<file path="src/rtl/clksel_pkg.sv">
package clksel_pkg;

   localparam int SEL_W      = 4;
   localparam int DIV_W      = 3;
   localparam int DATA_W     = 32;

   localparam int B_REQ      = 0;
   localparam int B_SECEN    = 1;
   localparam int B_FAIL     = 3;
   localparam int B_SLEEP    = 4;
   localparam int B_LOCK     = 7;
   localparam int B_NEW      = 8;
   localparam int B_CUR      = 12;
   localparam int B_TWOSPD   = 21;
   localparam int B_DEEP     = 23;
   localparam int B_DIV      = 24;

   localparam logic [SEL_W-1:0] FALLBACK_SEL = '0;

   typedef enum logic [0:0] {
      SEQ_IDLE = 1'b0,
      SEQ_WAIT = 1'b1
   } seq_state_e;

   typedef struct packed {
      logic req_set;
      logic fail_set;
      logic fail_clr;
      logic sel_we;
      logic lock_set;
      logic cfg_we;
   } wr_ctl_t;

endpackage

</file>
<file path="src/rtl/clksel_wgate.sv">
module clksel_wgate
   import clksel_pkg::*;
(
   input  logic              wr_en,
   input  logic              wr_unlocked,
   input  logic              lock_q,
   input  logic [DATA_W-1:0] wr_data,
   output wr_ctl_t           ctl
);

   logic taken;

   always_comb begin
      taken        = wr_en && wr_unlocked;
      ctl.cfg_we   = taken;
      ctl.sel_we   = taken && !lock_q;
      ctl.lock_set = taken && wr_data[B_LOCK];
      ctl.fail_set = taken && wr_data[B_FAIL];
      ctl.fail_clr = taken && !wr_data[B_FAIL];
      ctl.req_set  = taken && !lock_q && (wr_data[B_REQ] || wr_data[B_FAIL]);
   end

endmodule

</file>
<file path="src/rtl/clksel_rdy_sel.sv">
module clksel_rdy_sel
   import clksel_pkg::*;
#(
   parameter int NUM_SRC    = 5,
   parameter bit SYNC_READY = 1'b0
) (
   input  logic               clk,
   input  logic               rst_n,
   input  logic [NUM_SRC-1:0] src_ready,
   input  logic [SEL_W-1:0]   tgt,
   output logic               tgt_rdy
);

   logic [NUM_SRC-1:0] rdy_v;
   logic [NUM_SRC-1:0] hit;

   generate
      if (SYNC_READY) begin : g_sync
         logic [NUM_SRC-1:0] s1_q;
         logic [NUM_SRC-1:0] s2_q;
         always_ff @(posedge clk) begin
            if (!rst_n) begin
               s1_q <= '0;
               s2_q <= '0;
            end else begin
               s1_q <= src_ready;
               s2_q <= s1_q;
            end
         end
         assign rdy_v = s2_q;
      end else begin : g_direct
         assign rdy_v = src_ready;
      end
   endgenerate

   generate
      for (genvar g = 0; g < NUM_SRC; g++) begin : g_hit
         assign hit[g] = rdy_v[g] && (tgt == SEL_W'(g));
      end
   endgenerate

   assign tgt_rdy = |hit;

endmodule

</file>
<file path="src/rtl/clksel_seq.sv">
module clksel_seq
   import clksel_pkg::*;
#(
   parameter int NUM_SRC        = 5,
   parameter int TIMEOUT_CYCLES = 64
) (
   input  logic             clk,
   input  logic             rst_n,
   input  logic             req_q,
   input  logic [SEL_W-1:0] new_sel,
   input  logic [SEL_W-1:0] cur_sel,
   input  logic             tgt_rdy,
   input  logic             fail_evt,
   output logic             busy,
   output logic [SEL_W-1:0] tgt,
   output logic             req_clr,
   output logic             start,
   output logic             commit
);

   localparam int TMR_W = $clog2(TIMEOUT_CYCLES + 1);
   localparam logic [TMR_W-1:0] TMR_LAST = TMR_W'(TIMEOUT_CYCLES - 1);

   seq_state_e       st_q, st_d;
   logic [TMR_W-1:0] tmr_q, tmr_d;
   logic [SEL_W-1:0] tgt_q, tgt_d;
   logic             code_ok;

   assign code_ok = (new_sel < SEL_W'(NUM_SRC));

   always_comb begin
      st_d    = st_q;
      tmr_d   = tmr_q;
      tgt_d   = tgt_q;
      req_clr = 1'b0;
      start   = 1'b0;
      commit  = 1'b0;
      if (fail_evt) begin
         st_d  = SEQ_IDLE;
         tmr_d = '0;
      end else begin
         unique case (st_q)
            SEQ_IDLE: begin
               if (req_q) begin
                  if (!code_ok || (new_sel == cur_sel)) begin
                     req_clr = 1'b1;
                  end else begin
                     start = 1'b1;
                     st_d  = SEQ_WAIT;
                     tgt_d = new_sel;
                     tmr_d = '0;
                  end
               end
            end
            SEQ_WAIT: begin
               if (tgt_rdy) begin
                  commit  = 1'b1;
                  req_clr = 1'b1;
                  st_d    = SEQ_IDLE;
               end else if (tmr_q == TMR_LAST) begin
                  req_clr = 1'b1;
                  st_d    = SEQ_IDLE;
               end else begin
                  tmr_d = tmr_q + 1'b1;
               end
            end
            default: st_d = SEQ_IDLE;
         endcase
      end
   end

   always_ff @(posedge clk) begin
      if (!rst_n) begin
         st_q  <= SEQ_IDLE;
         tmr_q <= '0;
         tgt_q <= FALLBACK_SEL;
      end else begin
         st_q  <= st_d;
         tmr_q <= tmr_d;
         tgt_q <= tgt_d;
      end
   end

   assign busy = (st_q == SEQ_WAIT);
   assign tgt  = tgt_q;

endmodule

</file>
<file path="src/rtl/clksel_ctrl.sv">
module clksel_ctrl
   import clksel_pkg::*;
#(
   parameter int NUM_SRC        = 5,
   parameter int TIMEOUT_CYCLES = 64,
   parameter bit SYNC_READY     = 1'b0
) (
   input  logic               clk,
   input  logic               rst_n,
   input  logic               wr_en,
   input  logic               wr_unlocked,
   input  logic [31:0]        wr_data,
   input  logic               two_speed_cfg,
   input  logic [NUM_SRC-1:0] src_ready,
   input  logic               clk_fail,
   output logic [31:0]        rd_data,
   output logic [3:0]         cur_src,
   output logic               switch_busy
);

   generate
      if (NUM_SRC < 1 || NUM_SRC > (1 << SEL_W)) begin : g_bad_src
         $error("clksel_ctrl: NUM_SRC out of range");
      end
      if (TIMEOUT_CYCLES < 2) begin : g_bad_tmo
         $error("clksel_ctrl: TIMEOUT_CYCLES must be at least 2");
      end
   endgenerate

   wr_ctl_t          ctl;
   logic             req_q, fail_q, lock_q;
   logic             secen_q, sleep_q, twospd_q, deep_q;
   logic [DIV_W-1:0] div_q;
   logic [SEL_W-1:0] new_q, cur_q;
   logic             seq_busy, req_clr, start, commit, tgt_rdy;
   logic [SEL_W-1:0] tgt;

   clksel_wgate u_wgate (
      .wr_en       (wr_en),
      .wr_unlocked (wr_unlocked),
      .lock_q      (lock_q),
      .wr_data     (wr_data),
      .ctl         (ctl)
   );

   clksel_rdy_sel #(
      .NUM_SRC    (NUM_SRC),
      .SYNC_READY (SYNC_READY)
   ) u_rdy (
      .clk       (clk),
      .rst_n     (rst_n),
      .src_ready (src_ready),
      .tgt       (tgt),
      .tgt_rdy   (tgt_rdy)
   );

   clksel_seq #(
      .NUM_SRC        (NUM_SRC),
      .TIMEOUT_CYCLES (TIMEOUT_CYCLES)
   ) u_seq (
      .clk      (clk),
      .rst_n    (rst_n),
      .req_q    (req_q),
      .new_sel  (new_q),
      .cur_sel  (cur_q),
      .tgt_rdy  (tgt_rdy),
      .fail_evt (clk_fail),
      .busy     (seq_busy),
      .tgt      (tgt),
      .req_clr  (req_clr),
      .start    (start),
      .commit   (commit)
   );

   // request bit: failure wins, then a software set, then the sequencer clear
   always_ff @(posedge clk) begin
      if (!rst_n)            req_q <= 1'b1;
      else if (clk_fail)     req_q <= 1'b0;
      else if (ctl.req_set)  req_q <= 1'b1;
      else if (req_clr)      req_q <= 1'b0;
   end

   always_ff @(posedge clk) begin
      if (!rst_n)            fail_q <= 1'b0;
      else if (clk_fail)     fail_q <= 1'b1;
      else if (ctl.fail_set) fail_q <= 1'b1;
      else if (start)        fail_q <= 1'b0;
      else if (ctl.fail_clr) fail_q <= 1'b0;
   end

   always_ff @(posedge clk) begin
      if (!rst_n)            cur_q <= FALLBACK_SEL;
      else if (clk_fail)     cur_q <= FALLBACK_SEL;
      else if (commit)       cur_q <= tgt;
   end

   always_ff @(posedge clk) begin
      if (!rst_n)            new_q <= FALLBACK_SEL;
      else if (ctl.sel_we)   new_q <= wr_data[B_NEW +: SEL_W];
   end

   always_ff @(posedge clk) begin
      if (!rst_n)            lock_q <= 1'b0;
      else if (ctl.lock_set) lock_q <= 1'b1;
   end

   always_ff @(posedge clk) begin
      if (!rst_n) begin
         div_q    <= '0;
         deep_q   <= 1'b0;
         twospd_q <= two_speed_cfg;
         sleep_q  <= 1'b0;
         secen_q  <= 1'b1;
      end else if (ctl.cfg_we) begin
         div_q    <= wr_data[B_DIV +: DIV_W];
         deep_q   <= wr_data[B_DEEP];
         twospd_q <= wr_data[B_TWOSPD];
         sleep_q  <= wr_data[B_SLEEP];
         secen_q  <= wr_data[B_SECEN];
      end
   end

   always_comb begin
      rd_data                   = '0;
      rd_data[B_DIV +: DIV_W]   = div_q;
      rd_data[B_DEEP]           = deep_q;
      rd_data[B_TWOSPD]         = twospd_q;
      rd_data[B_CUR +: SEL_W]   = cur_q;
      rd_data[B_NEW +: SEL_W]   = new_q;
      rd_data[B_LOCK]           = lock_q;
      rd_data[B_SLEEP]          = sleep_q;
      rd_data[B_FAIL]           = fail_q;
      rd_data[B_SECEN]          = secen_q;
      rd_data[B_REQ]            = req_q;
   end

   assign cur_src     = cur_q;
   assign switch_busy = seq_busy;

endmodule

</file>
<file path="config.mk">
export PLATFORM = sky130hd
export DESIGN_NAME = clksel_ctrl
export DESIGN_NICKNAME = d
export VERILOG_FILES = /design/src/rtl/clksel_pkg.sv /design/src/rtl/clksel_wgate.sv /design/src/rtl/clksel_rdy_sel.sv /design/src/rtl/clksel_seq.sv /design/src/rtl/clksel_ctrl.sv
export SDC_FILE = /design/constraint.sdc
export NUM_CORES = 1
export LEC_CHECK = 0
export BUFFER_PORTS_ARGS = -buffer_cell sky130_fd_sc_hd__buf_2
export CORE_MARGIN = 2
export CORE_UTILIZATION = 48
export DETAILED_ROUTE_END_ITERATION = 16
export GPL_TIMING_DRIVEN = 0
export PLACE_DENSITY = 0.84
export SETUP_SLACK_MARGIN = 0.3
export SLEW_MARGIN = 40
export SYNTH_ARGS = -nofsm -noshare
export SYNTH_HDL_FRONTEND = slang
export SYNTH_SLANG_ARGS = --single-unit
export TNS_END_PERCENT = 5
</file>
<file path="constraint.sdc">
create_clock -name clk -period 3.4 [get_ports clk]
set_input_delay 0.51 -clock clk [delete_from_list [all_inputs] [get_ports clk]]
set_output_delay 0.51 -clock clk [all_outputs]
set_load 0.01 [all_outputs]
</file>
After elaboration in Yosys (flattened, before gate mapping). Cells that the tools add are included.

Logic and storage cells: 83. Input bits: 43. Register bits: 30. Output and inout bits: 37.

Mux-type cells: 30. Reductions and logical operators: 23. Add/sub/neg operators: 1. $lt $le $gt $ge: 1. Equal/unequal tests: 11. Bitwise logic cells: 4.

Operators by type and width (count): two-way mux 7 bit (4); two-way mux 1 bit (23); one-hot mux 7 bit (2 select lines) (1); logical AND 1 bit (11); == test 4 x 2 -> 1 bit, second input constant (2); inequality test 2 bit, second input constant (4); AND reduction 4 bit (2); adder 7 x 1 -> 7 bit, second input constant (1); == test 7 x 6 -> 1 bit, second input constant (1); OR reduction 5 bit (1); == test 4 x 1 -> 1 bit, second input constant (1); == test 4 x 3 -> 1 bit, second input constant (1); == test 4 bit (1); logical NOT 4 bit (1); less-than comparator 4 x 3 -> 1 bit, second input constant (1); inverter 1 bit (4); one-hot mux 1 bit (2 select lines) (2); nonzero test 4 bit (1); logical NOT 1 bit (3); nonzero test 3 bit (1); logical OR 1 bit (2); inequality test 2 x 1 -> 1 bit, second input constant (1); OR reduction 2 bit (1).

Depth between registers and ports, before layout. Gate-level depths: netlist (run 1).

Depth after elaboration: 10. Depth in mapped cells: 6. Gate-level depth less buffers: 6.

Cells and area by module. Synthesis (run 1) repeated with hierarchy kept, for this count alone.

Cell total of the unflattened synthesis: 183. Area total of the unflattened synthesis: 1662.8 µm².

Modules (own cells, without submodules): clksel_ctrl (sequential area each 370.4 µm², cells each 85, area an instance 872.1 µm², times used 1); clksel_seq (sequential area each 240.2 µm², cells each 81, area an instance 683.2 µm², times used 1); clksel_rdy_sel (sequential area each 0.0 µm², cells each 8, area an instance 53.8 µm², times used 1); clksel_wgate (sequential area each 0.0 µm², cells each 9, area an instance 53.8 µm², times used 1).

Worst setup path before layout (run 1). OpenSTA, ideal clock, no wires.

Path kind: flip-flop to flip-flop. From: register new_q[0]. To: register u_seq.tmr_q[3]. Arrival time: 1.561 ns. Buffers on the path: 0. Library setup time: 0.096 ns. Data required time: 3.304 ns. Cell stages (with the launch flop): 6. Setup slack: 1.743 ns. Clock period less this slack: 1.657 ns. Path through: dfxtp_1 > xor2_1 > or4_4 > a21oi_4 > nand2b_1 > o41ai_2.

Cells in the longest elaborated chain, start to end: 5. Elaborated cells between the ends (all ways): 6. Those cells by class: order compare: 1; eq/ne: 2; reduce/logical: 3.

Ends and longest elaborated chain: start, declared (line clksel_ctrl.sv:34) `logic [SEL_W-1:0] new_q, cur_q;`; start signal, assigned (line clksel_ctrl.sv:99) `else if (ctl.sel_we) new_q <= wr_data[B_NEW +: SEL_W];`; less-than comparator 4 x 3 -> 1 bit (line clksel_seq.sv:29) `assign code_ok = (new_sel < SEL_W'(NUM_SRC));`; logical NOT 1 bit (line clksel_seq.sv:45) `if (!code_ok || (new_sel == cur_sel)) begin`; logical OR 1 bit * (line clksel_seq.sv:45); inequality test 2 bit (no line) *; AND reduction 4 bit (no line) *; end signal, assigned (line clksel_seq.sv:79) `tmr_q <= tmr_d;`; end, declared (line clksel_seq.sv:25) `logic [TMR_W-1:0] tmr_q, tmr_d;`.

Mark *: on every way between the ends. The rest lies on a longest branch, timed or not. A chain may end at the register's enable or synchronous reset.

Worst setup path in the final report (run 1).
From: register u_seq.tgt_q[0], in the netlist u_seq.tgt[0]. To: register u_seq.tmr_q[4].

Cells in the longest elaborated chain, start to end: 5. Elaborated cells between the ends (all ways): 13. Those cells by class: eq/ne: 5; reduce/logical: 8.

Ends and longest elaborated chain: start, declared (line clksel_seq.sv:26) `logic [SEL_W-1:0] tgt_q, tgt_d;`; start signal, assigned (line clksel_seq.sv:80) `tgt_q <= tgt_d;`; == test 4 x 1 -> 1 bit, or another cell as far along (line clksel_rdy_sel.sv:38) `assign hit[g] = rdy_v[g] && (tgt == SEL_W'(g));`; logical AND 1 bit (line clksel_rdy_sel.sv:38); OR reduction 5 bit * (line clksel_rdy_sel.sv:42) `assign tgt_rdy = |hit;`; inequality test 2 bit (no line) *; AND reduction 4 bit (no line) *.

Marks and branches as above.

==> flow_metrics.tcl, run 1 <==
set metrics [dict create \
    synth_area_leaders "dfxtp_1 (37%), buf_4 (12%), nand2_1 (7.5%)" \
    p_total_uw 784.2 \
    synth_edf_count 1 \
    rsz0062_at_grt "no" \
    sequentialPowerShare_pct 47.4 \
    synth_top_cell_by_area "dfxtp_1" \
    internal_power_uw 593.8 \
    path_clk_slew_ns 0.10 \
    cp.required_ns 3.62 \
    fmax_ghz 0.5380 \
    postRouteAntennaNets 0 \
    nets 293 \
    design_area_um2 1982 \
    async_reset_ff_share_pct 0 \
    critPathLaunchType "register" \
    fin_tns_setup_ns 0 \
    drc 0 \
    r2r_slack_ns 1.54 \
    cts_buffers 5 \
    maxSlewViolCount 0 \
    crit_path_end_kind "register" \
    min-delay-path-class "in2reg" \
    cts_num_sinks 30 \
    cts_max_level 2 \
    initial_core_util_pct 50.61 \
    gp_congestion 0.8077 \
    worstSkewPairLatency_ns 0.33 \
    fp.dieW_um 60.97 \
    p_switching_uw 190.4 \
    swShare_pct 24.27 \
    setup_viol 0 \
    ctsResizeCount 0 \
    die_y_um 60.97 \
    io_buffers 47 \
    avgSynthCellArea_um2 8.559 \
    holdBufCountCts 0 \
    worst_slack_ns 1.541 \
    ys.flop_type "dfxtp_1" \
    synthesis.area_um2 1558 \
    place_area_um2 1897 \
    yosys_warnings 0 \
    viasPerCell 4.850 \
    wl_mm 3.207 \
    cap_violations 0 \
    syn_inst 182 \
    dieArea_um2 3717 \
    grt_pass1_wl_mm 5.457 \
    antenna_found_initial 0 \
    pwr-share-clk_pct 38.2 \
    synthDistinctLibCells 36 \
    dp_slack_ns 1.428 \
    via_count 1426 \
    tightest_slew_ns 0.7886 \
    core.rowCount 20 \
    track_usage_pct 19.80 \
    final_hold_viol_count 0 \
    first_pass_iters 4 \
    status "completed" \
    slew_headroom_pct 47.19 \
    first_global_vias 1248 \
    fin_cells 294 \
    seq_area_frac_synth_pct 39.20 \
    hpwl_mm 2.474 \
    vdd_drop_max_uv 241.4 \
    insertedDiodeCount 0 \
    p_leak_nw 0.9496 \
    worstSetupPathType "reg2reg" \
    final_util_pct 64.39 \
    grt_max_degree 11 \
    cp.arrival_ns 2.08 \
    postCtsSetupRepairBufs 0 \
    yosysTopAreaCellShare_pct 37.27 \
    final_layout_size_suffix_gt1_share_pct 34.40 \
    power_density_nw_per_um2 395.7 \
    finalClockSkew_ns 0.006562 \
    place_inst 286 \
    timing.hold.ws_ns 0.3836 \
    ys_ff_latch 30 \
    comb_power_share_pct 14.5 \
    grt_overflow_total 0 \
    yosysMostFrequentCell "nand2_1" \
    yosys-top-cells-count "nand2_1 (31), dfxtp_1 (29), buf_4 (25)" \
    clockBufferDepth 2 \
    drt_iter0_markers 52 \
    cts-root-buf "clkbuf_4" \
    cts_tree "built" \
    fin_crit_sh_pct 54.67 \
    synthToLayoutAreaGrowth_pct 27.23 \
    wire_per_inst_um 10.91 \
    fin_crit_ns 1.859 \
    coreArea_um2 3078 \
    pin_count 80 \
    path_max_fanout 10 \
]
-- critical path, cell delays in order, from the launching register on --
cell	delay (ns)
dfxtp_1	0.44
mux2i_1	0.22
nor2_1	0.08
o211ai_1	0.66
nand3_1	0.19
mux2i_1	0.17
-- sequential cells by signal (all words and copies together) (netlist names), 3 cells and up --
name,count
new_q,4
u_seq.tmr_q,7
div_q,3
cur_src,4
u_seq.tgt,4
-- power by group through the flow --
stage          clock network [mW]  logic, mW  registers (mW)
3_5_place_dp                    0      0.113           0.380
6_report                    0.299      0.113           0.372
2_1_floorplan                   0     0.0764           0.380
4_1_cts                     0.304      0.113           0.372
5_1_grt                     0.318      0.126           0.374
3_3_place_gp                    0      0.111           0.380
-- cells by family after synthesis --
family,share of synthesized area [%]
simple gates,23.54
compound gates,16.06
flops,39.20
buf+inv,13.25
mux,5.221
xor+xnor,1.687
fa+ha+maj,0.8031
other cells,0.2407
-- layer usage --
layer | track usage (%) | share of wire, % | up-vias
li1 | - | - | 726
met1 | 25.36 | 46 | 652
met2 | 31.95 | 47 | 43
met3 | 5.330 | 5.6 | 5
met4 | 7.453 | 1.5 | 0
met5 | 0 | 0 | -
-- placed cells by master (no fill, tap or decap), types with 7 or more instances in the layout --
| cell | instances |
|---|---|
| a21oi_1 | 9 |
| conb_1 | 14 |
| a21boi_0 | 9 |
| nand2_1 | 31 |
| mux2i_1 | 7 |
| dfxtp_1 | 29 |
| nand3_1 | 8 |
| buf_4 | 25 |
| buf_2 | 47 |
-- final timing paths --
kind	depth (start not counted)	end	from
worst max-delay path	5	u_seq.tmr_q[4]	u_seq.tgt[0]
worst max register to register	5	u_seq.tmr_q[4]	u_seq.tgt[0]
worst min register to register	2	u_seq.tgt[3]	u_seq.tgt[3]
worst min-delay path	3	secen_q	wr_data[1]
-- layout make-up --
type / count / area (um^2)
Fill cell: 287 / 1096
Multi-Input combinational cell: 135 / 789.5
Sequential cell: 30 / 610.6
Timing Repair Buffer: 47 / 235.2
Buffer: 30 / 206.4
Clock buffer: 7 / 55.05
Tap cell: 44 / 55.05
Clock inverter: 1 / 30.03
Power figures use the tool's default switching activity.
==> run 2, diff against run 1 <==
--- a/config.mk
+++ b/config.mk
@@ -7,10 +7,10 @@
 export LEC_CHECK = 0
 export BUFFER_PORTS_ARGS = -buffer_cell sky130_fd_sc_hd__buf_2
 export CORE_MARGIN = 2
-export CORE_UTILIZATION = 48
+export CORE_UTILIZATION = 40
 export DETAILED_ROUTE_END_ITERATION = 16
 export GPL_TIMING_DRIVEN = 0
-export PLACE_DENSITY = 0.84
+export PLACE_DENSITY = 0.75
 export SETUP_SLACK_MARGIN = 0.3
 export SLEW_MARGIN = 40
 export SYNTH_ARGS = -nofsm -noshare
==> constraint.sdc (replaced) <==
create_clock -name clk -period 1.68 [get_ports clk]
set_input_delay 0.252 -clock clk [delete_from_list [all_inputs] [get_ports clk]]
set_output_delay 0.252 -clock clk [all_outputs]
set_load 0.01 [all_outputs]
==> run 2 against run 1 <==
Die area grew 19%; core utilization decreased by 7.4 points; global-route usage is 2.8 points lower; sequential power increased by 100%; routed wire length increased by 11%; count of clock-buffer cells in the layout unchanged; sequential share of layout area down 1.4 points; worst hold slack got worse by 0.21 ns; worst setup slack got worse by 1.5 ns; fmax rose by 11%; flip-flop and latch count is the same.
==> flow_metrics.tcl, run 2 (same netlist as run 1, synthesis figures left out) <==
set metrics [dict create \
    status "completed" \
    critPathLaunchType "register" \
    critPathMaxStageDelay_ns 0.57 \
    final_util_pct 57.04 \
    final_layout_size_suffix_gt1_share_pct 42.97 \
    postRouteAntennaNets 0 \
    wire_per_inst_um 11.75 \
    first_pass_iters 4 \
    cp.required_ns 1.89 \
    grt_overflow_total 0 \
    path_clk_slew_ns 0.06 \
    fp.dieW_um 66.41 \
    cp.arrival_ns 1.89 \
    clockBufferDepth 2 \
    top_register "u_seq.tmr_q" \
    critPathBufInv 1 \
    cts-root-buf "clkbuf_8" \
    design_area_um2 2120 \
    coreArea_um2 3716 \
    drt_iter0_markers 70 \
    initial_core_util_pct 41.92 \
    pin_count 80 \
    grt_pass1_wl_mm 5.644 \
    final_hold_viol_count 0 \
    grt_max_degree 11 \
    worstSkewPairLatency_ns 0.28 \
    dieArea_um2 4410 \
    finalClockSkew_ns 0.002906 \
    p_leak_nw 1.014 \
    synthToLayoutAreaGrowth_pct 36.06 \
    cap_violations 0 \
    path_delay_family "simple AND/OR/NAND/NOR gates" \
    viasPerCell 4.681 \
    first_global_vias 1253 \
    maxSlewViolCount 0 \
    path_max_fanout 4 \
    io_buffers 47 \
    cts_num_sinks 30 \
    gp_congestion 0.8078 \
    largest_register_ffs 7 \
    via_count 1423 \
    cts_max_level 2 \
    worstSetupPathType "reg2reg" \
    fmax_ghz 0.5979 \
    rsz0062_at_grt "yes" \
    track_usage_pct 16.96 \
    die_y_um 66.41 \
    dp_slack_ns -0.1068 \
    cts_buffers 5 \
    drc 0 \
    power_density_nw_per_um2 749.2 \
    setup_viol 0 \
    antenna_found_initial 0 \
    crit_path_end_kind "register" \
    fin_tns_setup_ns 0 \
    fin_cells 304 \
    worst_slack_ns 0.007488 \
    insertedDiodeCount 0 \
    final_cell_mix "buf_2 (47), nand2_1 (31), buf_4 (30)" \
    nets 300 \
    cpMaxStageDelayCell "or4_4" \
    vdd_drop_max_uv 320.9 \
    timing.hold.ws_ns 0.1751 \
    hpwl_mm 2.440 \
    wl_mm 3.573 \
    p_total_mw 1.588 \
    core.rowCount 22 \
    place_area_um2 1913 \
    fin_crit_ns 1.673 \
    holdBufCountCts 0 \
    crit_chain "xor2_1, or4_4, a21oi_4, buf_6, nand2_1, mux2i_1" \
    final_common_cell "buf_2" \
    min-delay-path-class "in2reg" \
    place_inst 290 \
    fin_crit_sh_pct 99.55 \
    cts_tree "built" \
]
-- run 2: changes by cell type in the layout (fill, tap and decap cells not counted), moves of 2 or more --
cell      before  now
dfxtp_1       29   21
dfxtp_2        0    7
buf_4         25   30
clkbuf_4       5    0
clkbuf_8       1    6
buf_6          0    2
nor4_1         2    0
nor4_2         0    2
-- run 2: where the power goes --
group	total (mW)	switching, mW	internal (mW)
logic	0.257	0.132	0.125
registers	0.751	0.0145	0.737
clock network	0.579	0.255	0.324
total	1.59	0.402	1.19
-- run 2: worst paths after layout --
kind                        from        endpoint  slack, ns  cells after the start
hold / removal        wr_data[1]         secen_q       0.18                      3
setup reg to reg      cur_src[1]  u_seq.tmr_q[4]      0.007                      6
hold reg to reg   u_seq.tmr_q[6]  u_seq.tmr_q[6]       0.44                      2
setup / recovery      cur_src[1]  u_seq.tmr_q[4]      0.007                      6
-- run 2: final cells by class --
| type | count | area (um^2) |
|---|---|---|
| Sequential cell | 30 | 623.1 |
| Clock buffer | 7 | 86.33 |
| Timing Repair Buffer | 54 | 295.3 |
| Tap cell | 48 | 60.06 |
| Buffer | 30 | 207.7 |
| Fill cell | 357 | 1597 |
| Multi-Input combinational cell | 135 | 847.1 |
-- run 2: what timing repair did --
action,in CTS,in global routing
pin swaps,3,6
endpoints found under the setup margin,17,18
gates resized for setup,7,15
buffers inserted,6,1
-- run 2: tightest hold or removal path, cell delays in order --
cell and delay, ns:
buf_2 0.07, nand2_1 0.04, nand3_1 0.06
-- run 2: layer usage --
layer  track usage [%]  vias up  routed length [um]
met3             5.792        6                 191
met4             7.653        0                  68
met2             27.25       33                1692
li1                  -      738                   -
met1             20.27      646                1620
met5                 0        -                   0
